==> config.mk <==
export PLATFORM = sky130hd
export DESIGN_NAME = dual_slope_ctrl
export DESIGN_NICKNAME = d
export VERILOG_FILES = /design/src/rtl/dual_slope_ctrl.sv
export SDC_FILE = /design/constraint.sdc
export NUM_CORES = 1
export LEC_CHECK = 0
export ABC_AREA = 1
export BUFFER_PORTS_ARGS = -buffer_cell sky130_fd_sc_hd__buf_2
export CORE_MARGIN = 8
export CORE_UTILIZATION = 34
export CTS_CLUSTER_SIZE = 14
export DETAILED_ROUTE_END_ITERATION = 16
export GPL_ROUTABILITY_DRIVEN = 1
export HOLD_SLACK_MARGIN = 0.08
export PLACE_DENSITY = 0.6
export SYNTH_ARGS = -nofsm -noshare
export SYNTH_HDL_FRONTEND = slang
export SYNTH_SLANG_ARGS = --single-unit
==> constraint.sdc <==
create_clock -name clk -period 3.75 [get_ports clk]
set_input_delay 0.375 -clock clk [delete_from_list [all_inputs] [get_ports clk]]
set_output_delay 0.375 -clock clk [all_outputs]
set_load 0.01 [all_outputs]
==> src/rtl/dual_slope_ctrl.sv <==
module dual_slope_ctrl #(
  parameter int RES_BITS    = 16,
  parameter int HOLD_CYCLES = 1000
) (
  input  logic                clk,
  input  logic                rst_n,
  input  logic                start,
  input  logic                cmp_raw,
  output logic                zero_sw,
  output logic                sel_ref,
  output logic                busy,
  output logic                done,
  output logic                overflow,
  output logic [RES_BITS:0]   result
);
  localparam int HW = $clog2(HOLD_CYCLES + 1);
  localparam int CW = (HW > RES_BITS + 1) ? HW : RES_BITS + 1;
  localparam logic [CW-1:0] HOLD_LAST = CW'(HOLD_CYCLES - 1);
  localparam logic [CW-1:0] RUN_LAST  = CW'((2 ** RES_BITS) - 1);
  localparam logic [CW-1:0] DN_LAST   = CW'((2 ** (RES_BITS + 1)) - 1);

  typedef enum logic [1:0] {IDLE, HOLD, RUNUP, RUNDN} phase_t;

  phase_t        ph;
  logic [CW-1:0] cnt;
  logic          s1, s2;

  assign zero_sw = (ph == HOLD);
  assign sel_ref = (ph == RUNDN);
  assign busy    = (ph != IDLE);

  always_ff @(posedge clk or negedge rst_n) begin
    if (!rst_n) begin
      s1 <= 1'b0;
      s2 <= 1'b0;
    end else begin
      s1 <= cmp_raw;
      s2 <= s1;
    end
  end

  always_ff @(posedge clk or negedge rst_n) begin
    if (!rst_n) begin
      ph       <= IDLE;
      cnt      <= '0;
      done     <= 1'b0;
      overflow <= 1'b0;
      result   <= '0;
    end else begin
      done <= 1'b0;
      case (ph)
        IDLE: if (start) begin
          ph  <= HOLD;
          cnt <= '0;
        end
        HOLD: if (cnt == HOLD_LAST) begin
          ph  <= RUNUP;
          cnt <= '0;
        end else cnt <= cnt + 1'b1;
        RUNUP: if (cnt == RUN_LAST) begin
          ph  <= RUNDN;
          cnt <= '0;
        end else cnt <= cnt + 1'b1;
        RUNDN: if (!s2) begin
          ph       <= IDLE;
          done     <= 1'b1;
          overflow <= 1'b0;
          result   <= cnt[RES_BITS:0];
        end else if (cnt == DN_LAST) begin
          ph       <= IDLE;
          done     <= 1'b1;
          overflow <= 1'b1;
          result   <= '1;
        end else cnt <= cnt + 1'b1;
        default: ph <= IDLE;
      endcase
    end
  end

  // a conversion can only begin out of idle
  assert_start_from_idle_R2: assert property (@(posedge clk) disable iff (!rst_n)
    $rose(zero_sw) |-> $past(!busy));
  // leaving the reset phase enters run-up on the unknown input
  assert_runup_follows_R3: assert property (@(posedge clk) disable iff (!rst_n)
    $fell(zero_sw) |-> (busy && !sel_ref));
  // run-down is entered only from run-up
  assert_rundown_entry_R4: assert property (@(posedge clk) disable iff (!rst_n)
    $rose(sel_ref) |-> $past(busy && !zero_sw));
  // overflow completion reports full scale
  assert_full_scale_R6: assert property (@(posedge clk) disable iff (!rst_n)
    (done && overflow) |-> (&result));
  // done lasts one cycle and coincides with the return to idle
  assert_done_pulse_R7: assert property (@(posedge clk) disable iff (!rst_n)
    done |=> !done);
  assert_done_idle_R7: assert property (@(posedge clk) disable iff (!rst_n)
    done |-> (!busy && $past(sel_ref)));
  // outputs hold between completions
  assert_result_hold_R7: assert property (@(posedge clk) disable iff (!rst_n)
    !done |-> ($stable(result) && $stable(overflow)));
  // a start while busy never re-enters the reset phase
  assert_start_ignored_R8: assert property (@(posedge clk) disable iff (!rst_n)
    (busy && !zero_sw) |=> !$rose(zero_sw));
endmodule

; ---- Yosys cells after proc, flatten, opt, wreduce, memory -nomap -nowiden
; Index checks and enable logic that the tools add are counted.
[op_classes]
eq_ne = 13
muxes = 19
reduce_logical = 5
addsub = 1
[ops]
columns = cell, count
row1 = $mux W17, 7
row2 = $pmux W17 S4, 1
row3 = $add A17 B1 Y17 const B, 1
row4 = $eq A17 B10 Y1 const B, 1
row5 = $eq A17 B16 Y1 const B, 1
row6 = $eq A17 B17 Y1 const B, 1
row7 = $mux W2, 5
row8 = $pmux W2 S4, 1
row9 = $ne A2 B1 Y1 const B, 3
row10 = $ne A2 B2 Y1 const B, 3
row11 = $mux W1, 5
row12 = $eq A2 B2 Y1 const B, 2
row13 = $reduce_and A4 Y1, 1
row14 = $ne A3 B2 Y1 const B, 1
row15 = $reduce_and A3 Y1, 1
row16 = $eq A2 B1 Y1 const B, 1
row17 = $logic_not A2 Y1, 1
row18 = $reduce_and A2 Y1, 1
row19 = $reduce_bool A2 Y1, 1
[totals]
reg_bits = 40
out_inout_bits = 22

; ---- Depth between registers and ports, before layout
; Gate-level depths: netlist of run 1.
[logic_depth]
word_depth = 4
ltp_mapped = 16

; ---- Worst setup path after synthesis of run 1
; OpenSTA, ideal clock, no wires.
[synth_path]
path_type = reg2reg
startpoint = reg cnt[0]
endpoint = reg cnt[2]
setup_ns = 0.123
path_slack_ns = 1.563
t_required_ns = 3.627
period_less_slack_ns = 2.187
stages_incl_launch_ff = 16
arrival_time_ns = 2.065
path_cell_list = dfrtp_1 > ha_1 > nand2_2 > nor2_4 > nand3_1 > nor3_1 > ha_1 > inv_1 > nand2_4 > nand2_4 > nand2_8 > inv_2 > buf_6 > nand2_1 > xor2_1 > a21oi_2
[synth_between]
elab_chain_cells = 4
word_cells_on_any_way = 11
cone_classes = 1 x add/sub / 4 x eq/ne / 5 x mux / 1 x reduce/logical
[synth_lines]
columns = element, line_no
row1 = from (decl), 25  ; logic [CW-1:0] cnt;
row2 = from (signal assigned), 59  ; end else cnt <= cnt + 1'b1;
row3 = from (signal assigned), 63  ; end else cnt <= cnt + 1'b1;
row4 = from (signal assigned), 74  ; end else cnt <= cnt + 1'b1;
row5 = $add A17 B1 Y17, "59, 63, 74"
row6 = $mux W17, 69  ; end else if (cnt == DN_LAST) begin
row7 = $mux W17, 64  ; RUNDN: if (!s2) begin
row8 = $pmux W17 S4, 51  ; case (ph)
; Parallel ways exist; a longest one is shown, timed or not. The select of a mux whose other input is x is not followed.
; A chain may end at the register's enable or synchronous reset.

; ---- Worst setup path after layout of run 1
[layout_path]
startpoint = reg cnt[0]
endpoint = reg cnt[11]
; Same word-level chain as after synthesis.

==> summary.md, run 1 <==
| Metric | Value |
|---|---|
| Critical Path End Type | `register` |
| Max incr delay on CP | `0.44 ns` |
| Sequential fraction of the synthesis area | `47.1%` |
| Fmax | `0.378 GHz` |
| Setup slack, reg-to-reg | `1.10 ns` |
| DRT Pass-1 Iters | `4` |
| RSZ-0062 raised after global routing | `false` |
| Share of layout cells above drive strength 1 | `22.5%` |
| Warnings, synthesis | `0` |
| Commonest cells after routing, fill and taps aside | `41 x nor2_1, 40 x dfrtp_1, 33 x nand2_1` |
| Vias in the first global route | `1,607` |
| CP arrival | `2.81 ns` |
| CP Capture Point | `cnt[11]$_DFFE_PN0P_` |
| Setup Viol. Count Final | `0` |
| Clock Tree Buf Depth | `2` |
| # rows | `28` |
| CTS tree | `done` |
| CTS sink count | `40` |
| Post-synth cell types | `27` |
| Vias after detailed routing | `1,684` |
| Final instance area | `2410 um2` |
| Fin crit period | `2.65 ns` |
| Antenna Cells | `0` |
| Worst hold start | `cmp_raw` |
| CP Depth | `14` |
| Gpl congestion | `0.907` |
| First-pass GRT wire length | `8070 um` |
| Worst slew pin tran | `0.893 ns` |
| Die extent in y | `95.0 um` |
| Yosys top cell area share | `47.1%` |
| Layout Nets | `283` |
| Fin. max-slew vios | `0` |
| Syn_area_per_cell | `8.70 um2` |
| Cell area after placement | `2300 um2` |
| Pwr dens | `331 nW/um2` |
| Place WS | `1.13 ns` |
| Die ar. | `9030 um2` |
| Critical Path Slowest Stage Cell | `dfrtp_1` |
| DRT iter0 DRCs | `125` |
| DP Cell Count | `338` |
| Hold-fix buffers, CTS | `0` |
| Final worst-path cycle share | `70.6%` |
| Commonest non-fill, non-tap cell in the layout | `nor2_1` |
| Total core area | `5990 um2` |
| Peak supply drop | `0.183 mV` |
| Skew-Pair Late Insertion Delay | `0.30 ns` |
| FF-to-FF End | `cnt[11]$_DFFE_PN0P_` |
| Post-route setup TNS | `0 ns` |
| Gate Count Post-Synth | `244` |
| Final number of hold-violating endpoints | `0` |
| GRT Util Overall | `11.6%` |
| Status | `finished, final reports clean` |
| Static leakage | `0.00124 uW` |
| Port bufs | `25` |
| Crit path from | `cnt[0]$_DFFE_PN0P_` |
| DRC Markers | `0` |
| Synth top area cells | `dfrtp_1 47%, nor2_1 7.2%, nand2_1 5.8%` |
| Setup bufs post-CTS | `0` |
| Non-filler instance count after layout | `346` |
| Post_cts resized | `0` |
| Maxcap violations | `0` |
| Setup Skew | `0.00914 ns` |
| Worst rel slew slack | `40.2%` |
| Crit-path cells | `ha_1 -> nand2_2 -> nor2_4 -> nand3_1 -> nor3_1 -> ha_1 -> inv_1 -> nand2_4 -> nand2_4 -> nand2_8 -> inv_2 -> nand3_1 -> xor2_1 -> a21oi_1` |
| Drt wl/cell | `14.0 um` |
| Clock root cell | `clkbuf_8` |
| Seq cells post-synth | `40` |
| Area occupied by multi-input gates | `962 um2` |
| Cell taking the most area after synthesis | `dfrtp_1` |
| Cell area after synthesis | `2120 um2` |
| Worst min-delay path class | `in2reg` |
| Largest net degree at the start of global routing | `41` |
| Die X | `95.0 um` |
| # fillers | `601` |
| Remaining global-route overflow | `0` |
| Top Family by Delay on Critical Path | `simple AND/OR/NAND/NOR gates` |
| Worst Reg-to-Reg Cells | `14` |
| Routed Antenna Nets | `0` |
| CP Max Fanout | `20` |
| Initial antenna violation count | `0` |
| Top Ports | `26` |
| Starting density of the core | `35.4%` |
| Placed wire-length estimate | `3650 um` |
| Sequential Area | `1000 um2` |
| H-tree depth | `2` |
| R2r startpoint | `cnt[0]$_DFFE_PN0P_` |
| Total CTS buffers | `5` |
| WS Path Type | `reg2reg` |
| Post-DR vias/cell | `4.87` |
| Routed wire length | `4830 um` |
| Buffers & Inverters on Critical Path | `2` |
| CP required | `3.91 ns` |
| Area grow syn2layout | `13.3%` |
| Syn Nets | `257` |
| Clock transition at path regs | `0.08 ns` |
| Critical path startpoint category | `register` |
| PnR worst setup slack | `1.10 ns` |
## cell families after synthesis
group | synth area share, %
AO/OA/AOI/OAI | 12.3
XOR/XNOR | 2.06
adder cells (fa/ha/maj) | 5.30
buffers and inverters | 7.54
flip-flops | 47.1
AND/OR/NAND/NOR | 25.6
## routing by layer
layer	track usage [%]	share of wire [%]	vias to the layer above
li1	-	-	836
met1	14.5	46	804
met2	18.9	48	37
met3	2.83	3.7	7
met4	4.42	1.6	0
met5	0	0	-
## how the worst min path moves through the flow
stage	to	slack [ns]	cells after the start
after floorplan	cnt[0]$_DFFE_PN0P_	0.08	0
after global placement	s2$_DFF_PN0_	0.33	0
after detailed placement	s2$_DFF_PN0_	0.34	0
after CTS	s1$_DFF_PN0_	0.18	1
after global routing	s1$_DFF_PN0_	0.17	1
final	s1$_DFF_PN0_	0.18	1
## area by class of cell
type,count,share of cell area (%)
clock buffer,6,3.02
tap,75,3.90
inverter,31,4.84
multi-input combinational,167,40.0
sequential,40,41.6
clock inverter,2,1.46
timing repair buffer,25,5.20
## Yosys cell counts, drive strengths merged
master,count
nor2,47
nand2,42
dfrtp,40
inv,31
a21oi,25
o21ai,17
nand3,12
ha,9
buf,5
xor2,5
nor3,4
o22ai,3
nand4,2
a31oi,1
clkbuf,1
## worst register-to-register path: stages (launching register included)
cell	delay, ns
dfrtp_1	0.44
ha_1	0.22
nand2_2	0.09
nor2_4	0.15
nand3_1	0.13
nor3_1	0.32
ha_1	0.21
inv_1	0.09
nand2_4	0.07
nand2_4	0.11
nand2_8	0.13
inv_2	0.18
nand3_1	0.16
xor2_1	0.16
a21oi_1	0.06
## metrics by stage
step	utilization (%)	hold slack, ns	total power (uW)
floorplan	-	0.0794	445
CTS	40.2	0.176	804
finish	40.2	0.176	796
detailed placement	38.4	0.339	455
global placement	38.4	0.335	455
global route	40.2	0.172	825
## report_power, final
part	internal [uW]	total, uW	switching (uW)
logic	1.92	11.1	9.17
clock network	198	350	153
registers	432	434	2.29
total	632	796	164
## sequential cells by signal (all words and copies together) (netlist names)
| register | flops |
|---|---|
| cnt | 17 |
| done | 1 |
| overflow | 1 |
| ph | 2 |
| result | 17 |
| s1 | 1 |
| s2 | 1 |
Note: power is estimated with default switching activity, not from simulation.
==> run 2: changes to the inputs <==
ABC_AREA = 0   (was 1)
PLACE_DENSITY = 0.62   (was 0.6)
clock period = 2.28 ns   (was 3.75 ns; I/O delays follow)
==> run 2 against run 1 <==
Against the previous run:
- the flow now finishes with violations (negative setup slack)
- non-clock buffer count is 32 higher
- register-to-register slack worse by 1.1 ns
- critical path depth is 2 lower
- hold slack worse by 0.13 ns
- sequential cell count stayed put
- cell count is 4.0% higher
- combinational power grew to 130 times the previous value
- sequential share of layout area is 5.8 points lower
- clock power is 69% higher
- utilization is 7.4 points higher
- clock skew is 0.0017 ns lower
- area after synthesis is 2.8% lower
==> summary.md, run 2 <==
| Metric | Value |
|---|---|
| Clock Tree Buf Depth | `2 (unchanged)` |
| Pwr dens | `1080 nW/um2 (was 331 nW/um2)` |
| FF-to-FF End | `cnt[4]$_DFFE_PN0P_ (was cnt[11]$_DFFE_PN0P_)` |
| DRC Markers | `0 (unchanged)` |
| Clock transition at path regs | `0.09 ns (was 0.08 ns)` |
| Vias in the first global route | `1,876 (was 1,607)` |
| Fin. max-slew vios | `0 (unchanged)` |
| Vias after detailed routing | `1,824 (was 1,684)` |
| Post-synth cell types | `39 (was 27)` |
| Total power | `3030 uW (was 796 uW)` |
| Leading registers by flop count | `cnt: 17 flops, result: 17 flops, ph: 2 flops (unchanged)` |
| Warnings, synthesis | `0 (unchanged)` |
| Count leader, synth | `dfrtp_1 (was nor2_1)` |
| CP required | `2.51 ns (was 3.91 ns)` |
| Synth top area cells | `dfrtp_1 48%, nand2_1 6.9%, o21ai_0 5.8% (was dfrtp_1 47%, nor2_1 7.2%, nand2_1 5.8%)` |
| Die ar. | `8820 um2 (was 9030 um2)` |
| Commonest non-fill, non-tap cell in the layout | `dfrtp_1 (was nor2_1)` |
| Syn Nets | `241 (was 257)` |
| Synth cell count leaders | `40 x dfrtp_1, 38 x nand2_1, 24 x o21ai_0, 22 x nor2_1, 18 x nand3_1 (was 41 x nor2_1, 40 x dfrtp_1, 33 x nand2_1, 28 x inv_1, 18 x a21oi_1)` |
| Failing checks | `negative setup slack` |
| Die X | `93.9 um (was 95.0 um)` |
| Max incr delay on CP | `0.40 ns (was 0.44 ns)` |
| Gpl congestion | `0.807 (was 0.907)` |
| DRT Pass-1 Iters | `4 (unchanged)` |
| Buffers & Inverters on Critical Path | `1 (was 2)` |
| Met1 Usage GRT | `15.2% (was 14.5%)` |
| H-tree depth | `2 (unchanged)` |
| CTS sink count | `40 (unchanged)` |
| CP Max Fanout | `7 (was 20)` |
| Setup slack, reg-to-reg | `-0.04 ns (was 1.10 ns)` |
| Top Usage Layer GRT | `met2 (unchanged)` |
| Initial antenna violation count | `0 (unchanged)` |
| Worst Reg-to-Reg Cells | `12 (was 14)` |
| GR met2 Demand/Resource | `19.8% (was 18.9%)` |
| Top FF cell, synth | `dfrtp_1 (unchanged)` |
| Fmax | `0.431 GHz (was 0.378 GHz)` |
| Port bufs | `25 (unchanged)` |
| Seq cells post-synth | `40 (unchanged)` |
| Peak supply drop | `0.484 mV (was 0.183 mV)` |
| Min Hold Slack | `0.0475 ns (was 0.176 ns)` |
| Yosys top cell area share | `48.5% (was 47.1%)` |
| R2r startpoint | `cnt[1]$_DFFE_PN0P_ (was cnt[0]$_DFFE_PN0P_)` |
| Skew-Pair Late Insertion Delay | `0.30 ns (about the same)` |
| Sequential fraction of the synthesis area | `48.5% (was 47.1%)` |
| PnR worst setup slack | `-0.0418 ns (was 1.10 ns)` |
| Placed wire-length estimate | `3430 um (was 3650 um)` |
| Crit-path cells | `ha_2 -> and4_4 -> nand3_4 -> nor2_2 -> and3_4 -> ha_4 -> nand2b_4 -> a21oi_4 -> o211ai_4 -> buf_6 -> or3_1 -> o21ai_1 (was ha_1 -> nand2_2 -> nor2_4 -> nand3_1 -> nor3_1 -> ha_1 -> inv_1 -> nand2_4 -> nand2_4 -> nand2_8 -> inv_2 -> nand3_1 -> xor2_1 -> a21oi_1)` |
| CTS tree | `done (unchanged)` |
| Static leakage | `0.00131 uW (was 0.00124 uW)` |
| Non-filler instance count after layout | `360 (was 346)` |
| Critical Path Slowest Stage Cell | `dfrtp_1 (unchanged)` |
| RSZ-0062 raised after global routing | `true (was false)` |
| Remaining global-route overflow | `0 (unchanged)` |
| Setup Skew | `0.00741 ns (was 0.00914 ns)` |
| Gate Count Post-Synth | `228 (was 244)` |
| WS Path Type | `reg2reg (unchanged)` |
| Commonest cells after routing, fill and taps aside | `40 x dfrtp_1, 37 x nand2_1, 27 x buf_4 (was 41 x nor2_1, 40 x dfrtp_1, 33 x nand2_1)` |
| First-pass GRT wire length | `8780 um (was 8070 um)` |
| Die extent in y | `93.9 um (was 95.0 um)` |
| Setup Viol. Count Final | `5 (was 0)` |
| Cell area after placement | `2490 um2 (was 2300 um2)` |
| DRT iter0 DRCs | `126 (was 125)` |
| Worst slew pin tran | `0.902 ns (was 0.893 ns)` |
| Final worst-path cycle share | `102% (was 70.6%)` |
| Routed Antenna Nets | `0 (unchanged)` |
| Area grow syn2layout | `35.6% (was 13.3%)` |
| Async SR Flop Fraction | `100% (unchanged)` |
| Critical path startpoint category | `register (unchanged)` |
| Number of synthesized flops with an enable pin | `0 (unchanged)` |
| Largest net degree at the start of global routing | `41 (unchanged)` |
| Worst rel slew slack | `39.9% (was 40.2%)` |
| DP Cell Count | `347 (was 338)` |
| Worst min-delay path class | `in2async (was in2reg)` |
| Antenna Cells | `0 (unchanged)` |
| Share of layout cells above drive strength 1 | `36.1% (was 22.5%)` |
| Cell taking the most area after synthesis | `dfrtp_1 (unchanged)` |
| Layout Nets | `297 (was 283)` |
| Clock root cell | `clkbuf_8 (unchanged)` |
| CP arrival | `2.55 ns (was 2.81 ns)` |
| Status | `complete, but fails checks (was finished, final reports clean)` |
| Top Ports | `26 (unchanged)` |
| Post-DR vias/cell | `5.07 (was 4.87)` |
| Starting density of the core | `35.1% (was 35.4%)` |
| Routed wire length | `5350 um (was 4830 um)` |
| # rows | `28 (unchanged)` |
| Met3 usage | `3.36% (was 2.83%)` |
| Top Family by Delay on Critical Path | `simple AND/OR/NAND/NOR gates (unchanged)` |
| Cell area after synthesis | `2060 um2 (was 2120 um2)` |
| Total CTS buffers | `5 (unchanged)` |
| Total core area | `5890 um2 (was 5990 um2)` |
| Final number of hold-violating endpoints | `0 (unchanged)` |
| Final instance area | `2800 um2 (was 2410 um2)` |
| Maxcap violations | `0 (unchanged)` |
| GRT Util Overall | `12.4% (was 11.6%)` |
| Drt wl/cell | `14.9 um (was 14.0 um)` |
| Fin crit period | `2.32 ns (was 2.65 ns)` |
| Critical Path End Type | `register (unchanged)` |
| Syn_area_per_cell | `9.05 um2 (was 8.70 um2)` |
-- run 2: cell count changes in the layout (fill, tap and decap cells not counted), moves of 5 or more --
cell,change
o21ai_2,+5
o21ai_1,-7
inv_1,-12
a21oi_1,-16
nor2_1,-20
nand3_1,+6
xor2_1,-5
o21ai_0,+14
or3_1,+6
buf_4,+27
nand2_2,-5
-- run 2: cell families after synthesis --
group | Yosys count | synth area share, %
adder cells (fa/ha/maj) | 9 | 5.45
buffers and inverters | 26 | 5.88
AND/OR/NAND/NOR | 106 | 26.1
multiplexers | 1 | 0.545
AO/OA/AOI/OAI | 46 | 13.6
flip-flops | 40 | 48.5
-- run 2: area by class of cell --
class	instances	area (um2)
clock buffer	5	68.8
clock inverter	3	42.5
fill	549	3090
inverter	16	60.1
multi-input combinational	164	1140
sequential	40	1000
tap	75	93.8
timing repair buffer	57	392
-- run 2: how the worst max path moves through the flow --
| stage | depth (start not counted) | start | end |
|---|---|---|---|
| after floorplan | 12 | cnt[1]$_DFFE_PN0P_ | cnt[13]$_DFFE_PN0P_ |
| after global placement | 12 | cnt[1]$_DFFE_PN0P_ | cnt[4]$_DFFE_PN0P_ |
| after detailed placement | 11 | cnt[1]$_DFFE_PN0P_ | cnt[3]$_DFFE_PN0P_ |
| after CTS | 12 | cnt[1]$_DFFE_PN0P_ | cnt[4]$_DFFE_PN0P_ |
| after global routing | 12 | cnt[1]$_DFFE_PN0P_ | cnt[4]$_DFFE_PN0P_ |
| final | 12 | cnt[1]$_DFFE_PN0P_ | cnt[4]$_DFFE_PN0P_ |
-- run 2: stage by stage --
step | setup slack [ns] | setup TNS (ns) | utilization [%]
after global routing | -0.129 | -1.04 | 47.6
final | -0.0418 | -0.110 | 47.6
after floorplan | 0.00330 | 0 | -
after detailed placement | -0.200 | -1.67 | 42.2
after CTS | -0.0479 | -0.278 | 45.9
after global placement | -0.137 | -0.937 | 42.2
-- run 2: where the power goes --
part | leakage, uW | internal (uW) | switching, uW
Clock | 0.0000541 | 324 | 268
Combinational | 0.000738 | 575 | 857
Sequential | 0.000518 | 906 | 97.3
-- run 2: timing repair --
action,CTS,global route
pin swaps,6,5
hold buffers,1,0
buffers inserted,2,0
cloned,2,0
resized for setup,14,20
endpoints found under the hold margin,1,0
endpoints found under the setup margin,16,20
-- run 2: per-layer routing --
layer	share of wire (%)	wire [um]
met4	2.2	116
met3	6.6	355
met2	48	2550
met1	43	2330
met5	0	0
==> run 3: changes to the inputs <==
SETUP_SLACK_MARGIN = 0.5   (was not set)
==> run 3 against run 2 <==
Against the previous run:
- the flow still finishes with violations (negative setup slack)
- critical path depth unchanged
- cell count rose by 5.3%
- register-to-register slack got worse by 0.02 ns
- hold slack better by 0.020 ns
==> summary.md, run 3 (synthesis results as in run 2) <==
| Metric | Value |
|---|---|
| Status | `complete, but fails checks (unchanged)` |
| Failing checks | `negative setup slack (unchanged)` |
| Crit-path cells | `ha_2 -> and4_4 -> nand3_4 -> nor2_2 -> and3_4 -> ha_4 -> nand2b_4 -> a21oi_4 -> o211ai_4 -> clkbuf_16 -> buf_6 -> o311ai_2 (was ha_2 -> and4_4 -> nand3_4 -> nor2_2 -> and3_4 -> ha_4 -> nand2b_4 -> a21oi_4 -> o211ai_4 -> buf_6 -> or3_1 -> o21ai_1)` |
| Setup Viol. Count Final | `11 (was 5)` |
| CP arrival | `2.54 ns (was 2.55 ns)` |
| Pwr dens | `1140 nW/um2 (was 1080 nW/um2)` |
| Total core area | `5890 um2 (unchanged)` |
| RSZ-0062 raised after global routing | `true (unchanged)` |
| DRT Pass-1 Iters | `4 (unchanged)` |
| Routed Antenna Nets | `0 (unchanged)` |
| Setup Skew | `0.00190 ns (was 0.00741 ns)` |
| DRT iter0 DRCs | `305 (was 126)` |
| FF-to-FF End | `cnt[2]$_DFFE_PN0P_ (was cnt[4]$_DFFE_PN0P_)` |
| Commonest cells after routing, fill and taps aside | `40 x dfrtp_1, 30 x buf_4, 25 x buf_2 (was 40 x dfrtp_1, 37 x nand2_1, 27 x buf_4)` |
| Top Family by Delay on Critical Path | `simple AND/OR/NAND/NOR gates (unchanged)` |
| Critical Path Slowest Stage Cell | `dfrtp_1 (unchanged)` |
| Switch share | `40.2% (was 40.4%)` |
| Worst min-delay path class | `in2async (unchanged)` |
| Fmax | `0.426 GHz (was 0.431 GHz)` |
| Critical path startpoint category | `register (unchanged)` |
| Combinational Power Share | `57.1% (was 47.3%)` |
| Die X | `93.9 um (unchanged)` |
| H-tree depth | `2 (unchanged)` |
| GRT Util Overall | `14.5% (was 12.4%)` |
| Clock Power Share | `15.0% (was 19.6%)` |
| Clock Tree Buf Depth | `2 (unchanged)` |
| CTS tree | `done (unchanged)` |
| Layout Nets | `316 (was 297)` |
| WS Path Type | `reg2reg (unchanged)` |
| Fin crit period | `2.35 ns (was 2.32 ns)` |
| Skew-Pair Late Insertion Delay | `0.29 ns (was 0.30 ns)` |
| Sequential power share | `27.9% (was 33.2%)` |
| Starting density of the core | `35.1% (unchanged)` |
| Psw | `1550 uW (was 1220 uW)` |
| Worst rel slew slack | `38.5% (was 39.9%)` |
| CP Max Fanout | `7 (unchanged)` |
| CTS sink count | `40 (unchanged)` |
| Worst slew pin tran | `0.923 ns (was 0.902 ns)` |
| Vias in the first global route | `2,046 (was 1,876)` |
| Routed wire length | `6630 um (was 5350 um)` |
| Fin. max-slew vios | `0 (unchanged)` |
| Port bufs | `25 (unchanged)` |
| Drt wl/cell | `17.5 um (was 14.9 um)` |
| Total CTS buffers | `5 (unchanged)` |
| Cell area after placement | `2500 um2 (was 2490 um2)` |
| R2r startpoint | `cnt[0]$_DFFE_PN0P_ (was cnt[1]$_DFFE_PN0P_)` |
| Remaining global-route overflow | `0 (unchanged)` |
| Gpl congestion | `0.786 (was 0.807)` |
| Top Ports | `26 (unchanged)` |
| Vias after detailed routing | `2,026 (was 1,824)` |
| Die ar. | `8820 um2 (unchanged)` |
| Final number of hold-violating endpoints | `0 (unchanged)` |
| Peak supply drop | `0.566 mV (was 0.484 mV)` |
| CP Depth | `12 (unchanged)` |
| Leading registers by flop count | `cnt: 17 flops, result: 17 flops, ph: 2 flops (unchanged)` |
| Buffers & Inverters on Critical Path | `2 (was 1)` |
| Commonest non-fill, non-tap cell in the layout | `dfrtp_1 (unchanged)` |
| Placed wire-length estimate | `3420 um (was 3430 um)` |
| PnR worst setup slack | `-0.0668 ns (was -0.0418 ns)` |
| Critical Path End Type | `register (unchanged)` |
| # rows | `28 (unchanged)` |
| Total power | `3870 uW (was 3030 uW)` |
| Antenna Cells | `0 (unchanged)` |
| Share of layout cells above drive strength 1 | `51.3% (was 36.1%)` |
| Static leakage | `0.00153 uW (was 0.00131 uW)` |
| Internal | `2310 uW (was 1810 uW)` |
| Post-DR vias/cell | `5.35 (was 5.07)` |
| DRC Markers | `0 (unchanged)` |
| Setup slack, reg-to-reg | `-0.07 ns (was -0.04 ns)` |
| Clock transition at path regs | `0.08 ns (was 0.09 ns)` |
| CP required | `2.47 ns (was 2.51 ns)` |
| Final instance area | `3400 um2 (was 2800 um2)` |
| Area grow syn2layout | `64.5% (was 35.6%)` |
| Max incr delay on CP | `0.40 ns (about the same)` |
| Post-layout util | `57.7% (was 47.6%)` |
| First-pass GRT wire length | `10,000 um (was 8780 um)` |
| Clock root cell | `clkbuf_8 (unchanged)` |
| Initial antenna violation count | `0 (unchanged)` |
| Die extent in y | `93.9 um (unchanged)` |
| Final worst-path cycle share | `103% (was 102%)` |
| # fillers | `470 (was 549)` |
| Maxcap violations | `0 (unchanged)` |
| Worst Reg-to-Reg Cells | `12 (unchanged)` |
| Largest net degree at the start of global routing | `41 (unchanged)` |
[run 3: cell types whose count changed in the layout (fill, tap and decap cells not counted), sizes merged]
cell,change
inv,-1
buf,+18
clkinv,+1
o211ai,-1
nand2,+1
clkinvlp,-1
clkbuf,+2
[run 3: layout make-up]
class	count	area (um2)	share of cell area, %
Sequential cell	40	1000	29.5
Clock buffer	6	72.6	2.14
Clock inverter	2	35.0	1.03
Multi-Input combinational cell	164	1410	41.4
Timing Repair Buffer	76	723	21.3
Tap cell	75	93.8	2.76
Inverter	16	65.1	1.92
[run 3: power groups by stage]
| stage | sequential [uW] | combinational [uW] | clock, uW |
|---|---|---|---|
| 2_1_floorplan | 1100 | 744 | 0 |
| 3_3_place_gp | 1010 | 1190 | 0 |
| 3_5_place_dp | 1020 | 1220 | 0 |
| 4_1_cts | 1050 | 1790 | 589 |
| 5_1_grt | 1110 | 2350 | 629 |
| 6_report | 1080 | 2210 | 580 |
[run 3: layer usage]
layer,up-vias,track usage [%],routed length (um)
li1,946,-,-
met1,978,16.2,2580
met2,84,25.4,3360
met3,18,3.36,480
met4,0,6.74,207
met5,-,0,0
[run 3: worst max-delay path by stage]
stage / startpoint / slack, ns / endpoint
floorplan: cnt[1]$_DFFE_PN0P_ / 0.05 / cnt[14]$_DFFE_PN0P_
global placement: cnt[0]$_DFFE_PN0P_ / -0.09 / cnt[10]$_DFFE_PN0P_
detailed placement: cnt[0]$_DFFE_PN0P_ / -0.11 / cnt[10]$_DFFE_PN0P_
CTS: cnt[0]$_DFFE_PN0P_ / -0.04 / cnt[8]$_DFFE_PN0P_
global route: cnt[0]$_DFFE_PN0P_ / -0.16 / cnt[6]$_DFFE_PN0P_
finish: cnt[0]$_DFFE_PN0P_ / -0.07 / cnt[2]$_DFFE_PN0P_
[run 3: through the flow]
stage / hold WS (ns) / std cells / setup WS [ns] / TNS, ns
floorplan: -0.0676 / 228 / 0.0461 / 0
global placement: 0.333 / 342 / -0.0859 / -0.0859
detailed placement: 0.340 / 342 / -0.114 / -0.392
CTS: 0.0934 / 369 / -0.0405 / -0.169
global route: 0.136 / 379 / -0.157 / -2.05
finish: 0.0679 / 379 / -0.0668 / -0.333
[run 3: what timing repair did]
action | in CTS | in global routing
hold buffers | 1 | 0
gates resized for setup | 81 | 42
pin swaps | 31 | 9
buffers inserted | 10 | 9
hold endpoints to repair | 1 | 0
cloned | 8 | 1
endpoints found under the setup margin | 38 | 38
